### config.mk
export PLATFORM = sky130hd
export DESIGN_NAME = tapped_divider
export DESIGN_NICKNAME = d
export VERILOG_FILES = /design/src/rtl/tdiv_pkg.sv /design/src/rtl/tdiv_counter.sv /design/src/rtl/tdiv_tap_select.sv /design/src/rtl/tdiv_strobe.sv /design/src/rtl/tapped_divider.sv
export SDC_FILE = /design/constraint.sdc
export NUM_CORES = 1
export LEC_CHECK = 0
export BUFFER_PORTS_ARGS = -buffer_cell sky130_fd_sc_hd__buf_2
export CORE_UTILIZATION = 45
export CTS_CLUSTER_SIZE = 12
export DETAILED_ROUTE_END_ITERATION = 6
export MAX_ROUTING_LAYER = met4
export PLACE_DENSITY = 0.69
export SYNTH_ARGS = -nofsm -noshare
export SYNTH_HDL_FRONTEND = slang
export SYNTH_SLANG_ARGS = --single-unit
export TNS_END_PERCENT = 1
### constraint.sdc
create_clock -name osc_clk -period 2.7 [get_ports osc_clk]
set_input_delay 0.54 -clock osc_clk [delete_from_list [all_inputs] [get_ports osc_clk]]
set_output_delay 0.54 -clock osc_clk [all_outputs]
set_load 0.02 [all_outputs]
### src/rtl/tdiv_pkg.sv
package tdiv_pkg;
  localparam int unsigned DEF_STAGES = 14;
  // stages 4..10 and 12..14 exposed (bit k-1 = stage k)
  localparam logic [DEF_STAGES-1:0] DEF_TAP_MASK = 14'h3BF8;
endpackage

### src/rtl/tdiv_counter.sv
module tdiv_counter #(
  parameter int unsigned STAGES = tdiv_pkg::DEF_STAGES
) (
  input  logic              clk,
  input  logic              rst,
  output logic [STAGES-1:0] cnt
);
  localparam logic [STAGES-1:0] ONE = STAGES'(1);

  logic [STAGES-1:0] cnt_q;

  always_ff @(negedge clk or posedge rst) begin
    if (rst) cnt_q <= '0;
    else     cnt_q <= cnt_q + ONE;
  end

  assign cnt = cnt_q;

  // each falling edge out of reset adds exactly one (wrapping)
  a_r2_step_by_one: assert property (@(negedge clk) disable iff (rst)
    1'b1 |=> cnt_q == $past(cnt_q) + ONE);

  // held at zero whenever reset is sampled high
  a_r3_reset_clear: assert property (@(posedge clk)
    rst |-> cnt_q == '0);
endmodule

### src/rtl/tdiv_tap_select.sv
module tdiv_tap_select #(
  parameter int unsigned STAGES = tdiv_pkg::DEF_STAGES,
  parameter logic [STAGES-1:0] TAP_MASK = tdiv_pkg::DEF_TAP_MASK
) (
  input  logic              clk,
  input  logic              rst,
  input  logic [STAGES-1:0] cnt,
  output logic [STAGES-1:0] taps
);
  for (genvar k = 0; k < STAGES; k++) begin : g_tap
    if (TAP_MASK[k]) begin : g_on
      assign taps[k] = cnt[k];
    end else begin : g_off
      assign taps[k] = 1'b0;
    end
  end

  // nothing outside the mask is ever driven high
  a_r5_hidden_low: assert property (@(posedge clk) disable iff (rst)
    (taps & ~TAP_MASK) == '0);
endmodule

### src/rtl/tdiv_strobe.sv
module tdiv_strobe (
  input  logic clk,
  input  logic rst,
  output logic osc_run,
  output logic dec_strobe
);
  assign osc_run    = ~rst;
  assign dec_strobe = clk & ~rst;

  // strobe is low in the phase just before a rising edge
  a_r6_strobe_low_phase: assert property (@(posedge clk) disable iff (rst)
    !dec_strobe);
endmodule

### src/rtl/tapped_divider.sv
module tapped_divider #(
  parameter int unsigned STAGES = tdiv_pkg::DEF_STAGES,
  parameter logic [STAGES-1:0] TAP_MASK = tdiv_pkg::DEF_TAP_MASK
) (
  input  logic              osc_clk,
  input  logic              rst,
  output logic              osc_run,
  output logic              dec_strobe,
  output logic [STAGES-1:0] taps
);
  logic [STAGES-1:0] cnt;

  tdiv_counter #(.STAGES(STAGES)) u_counter (
    .clk (osc_clk),
    .rst (rst),
    .cnt (cnt)
  );

  tdiv_tap_select #(.STAGES(STAGES), .TAP_MASK(TAP_MASK)) u_taps (
    .clk  (osc_clk),
    .rst  (rst),
    .cnt  (cnt),
    .taps (taps)
  );

  tdiv_strobe u_strobe (
    .clk        (osc_clk),
    .rst        (rst),
    .osc_run    (osc_run),
    .dec_strobe (dec_strobe)
  );

  // oscillator stays gated off while reset is sampled high
  a_r4_osc_gated: assert property (@(posedge osc_clk)
    rst |-> !osc_run && taps == '0);
endmodule

==> results.ini <==
[final_layout]
largest_register_ff_count=14
flow.area_growth_from_synthesis_pct=27.3
insertedDiodeCount=0
drive_above_1_share_pct=38.8
final_common_cell=sky130_fd_sc_hd__dfrtn_1
final_cell_mix=14 x sky130_fd_sc_hd__dfrtn_1, 11 x sky130_fd_sc_hd__buf_4, 10 x sky130_fd_sc_hd__buf_6, 8 x sky130_fd_sc_hd__xor2_1, 6 x sky130_fd_sc_hd__clkbuf_4
finalNetCount=89
finalCoreUtilization_pct=65.3

[yosys]
netlist_area_um2=709
ys_warn_count=0
synth.lib_cells_used.distinct=16
synth_seq_area_share_pct=49.4
syn_inst=65
synth.ff_latch_count=14
syn_area_per_cell_um2=10.9

[grt]
pin_count_of_the_biggest_net_entering_global_routing=16
first_pass_grt_wire_length_mm=1.99
globalRoute.totalOverflow=0
track_usage_pct=16.3
antenna_found_initial=0
first_global_vias=431

[cts]
cts.clk_slew.worst_paths_ps=60
worstSkewPairLatency_ps=410
postCtsHoldBufs=0
clock_tree_from_tritoncts=built

[drt]
post_drt_wl_per_cell_um=12.3
route.vias.total=451
drc=0
final_antenna_net_count=0
routed_via_density=4.51
drt_iter0_drc=8
total_detailed_routing_wirelength_mm=1.23
drt_pass1_iterations=4

[worst_setup_path]
timing.critical_path.arrival_ps=2350
timing.critical_path.to_type=output port
critical_path.n_buffers_inverters=1
reg2reg_setup_slack_ps=1360
path_cells=buf_6
cp-start-kind=flop
slowest_stage=sky130_fd_sc_hd__dfrtn_1
rr_worst_depth=5
critical_path.max_stage_delay_ps=450
critical_path_required_ps=2160
regToRegEndpoint=u_counter.cnt[12]
type_of_the_worst_setup_path=flop to output port
reg2reg_from=u_counter.cnt[9]
path_max_fanout=2
critical_path.top_delay_family=flip-flops

[power]
total_power_per_unit_cell_area_nw_per_um2=511
total_power_mw=0.461
ir_drop_mv=0.369
total_leakage_power_nw=0.463

[timing]
setup_total_negative_slack_ps=-1500
setup-violations-final=10
timing.hold.ws_ps=352
count_of_final_hold_check_violations=0
timing.clock.skew_ps=2.32
timing_max_transition_violations_final=0
grt_setup_unrepaired=yes
worst_slack_ps=-185

[min_path]
min_to=u_counter.cnt[0]
hp-start=u_counter.cnt[0]
hold_path.class=flop to flop
count_of_cells_along_the_worst_hold_path=1

[status]
result_of_the_run=finished, violations left
failed_checks=negative setup slack

[floorplanning]
core_area_um2=1380
start_util_pct=51.3
io_pins=18
die_width_um=41.7
chipHeight_um=41.7
core.rowCount=13
die_area_um2=1740

[run]
max_cap_viol_count=0

[placement]
detailed_place_hpwl_um=850
port_buffers=13
gp_routability_congestion=0.774

[cell type report]
| class | instances | area [um^2] |
|---|---|---|
| Fill cell | 108 | 479 |
| Sequential cell | 14 | 350 |
| Multi-Input combinational cell | 36 | 250 |
| Timing Repair Buffer | 23 | 205 |
| Clock buffer | 8 | 63.8 |
| Tap cell | 15 | 18.8 |
| Inverter | 4 | 15.0 |
[cell families (layout without fill, tap and decap cells)]
family	Yosys count	in the layout	share of synthesized area, %
xor gates and xnor gates	12	12	14.8
and+or+nand+nor	19	19	16.6
buffers and inverters	18	35	16.9
DFF	14	14	49.4
other	1	4	0.529
adders and majority gates	1	1	1.76
[power by group]
group | switching (mW) | internal, mW | total [mW]
sequential | 0 | 0.211 | 0.211
clock | 0.0960 | 0.142 | 0.238
combinational | 0.0106 | 0.00210 | 0.0127
[stage by stage]
stage / worst slack [ps] / instances / instance area [um^2]
floorplan: 153 / 68 / 721
global placement: 182 / 87 / 737
CTS: -158 / 99 / 896
global route: -215 / 100 / 903
detailed placement: 172 / 87 / 737
finish: -185 / 100 / 903
[layer usage]
layer  vias up  routed length [um]  global-route usage (%)
li1        231                   -                       -
met1       202                 508                    19.8
met3         2                  60                    6.96
met2        16                 644                    25.3
met4         0                  15                    3.87
met5         -                   0                       -
[what timing repair did]
item	in CTS	in global routing
setup endpoints to repair	10	10
resized for setup	20	0
buffers inserted	5	1
[worst max path at each step]
stage / startpoint / end / slack [ps] / cells past startpoint
after detailed placement: u_counter.cnt[9] / taps[9] / 170 / 1
after global routing: u_counter.cnt[9] / taps[9] / -220 / 1
final: u_counter.cnt[9] / taps[9] / -190 / 1
after floorplan: u_counter.cnt[4] / taps[4] / 150 / 1
after CTS: u_counter.cnt[8] / taps[8] / -160 / 1
after global placement: u_counter.cnt[9] / taps[9] / 180 / 1
[synth_stat cells, drive strengths merged]
cell type	count	area [um^2]
nor2	3	11.3
nand3	4	20.0
dfrtn	14	350
buf	14	105
nor4	1	12.5
nor3	4	20.0
nand4	3	33.8
ha	1	12.5
xnor2	4	35.0
and3	1	6.26
xor2	8	70.1
nand2	2	7.51
inv	4	15.0
conb	1	3.75
nor2b	1	6.26
[worst register-to-register path, delay by kind of cell, from the launching register on]
family	cells	cell delay [ps]
flip-flops	1	450
buffers and inverters	2	230
AND/OR/NAND/NOR	2	390
XOR/XNOR	1	110
Note: power is estimated with default switching activity, not from simulation.
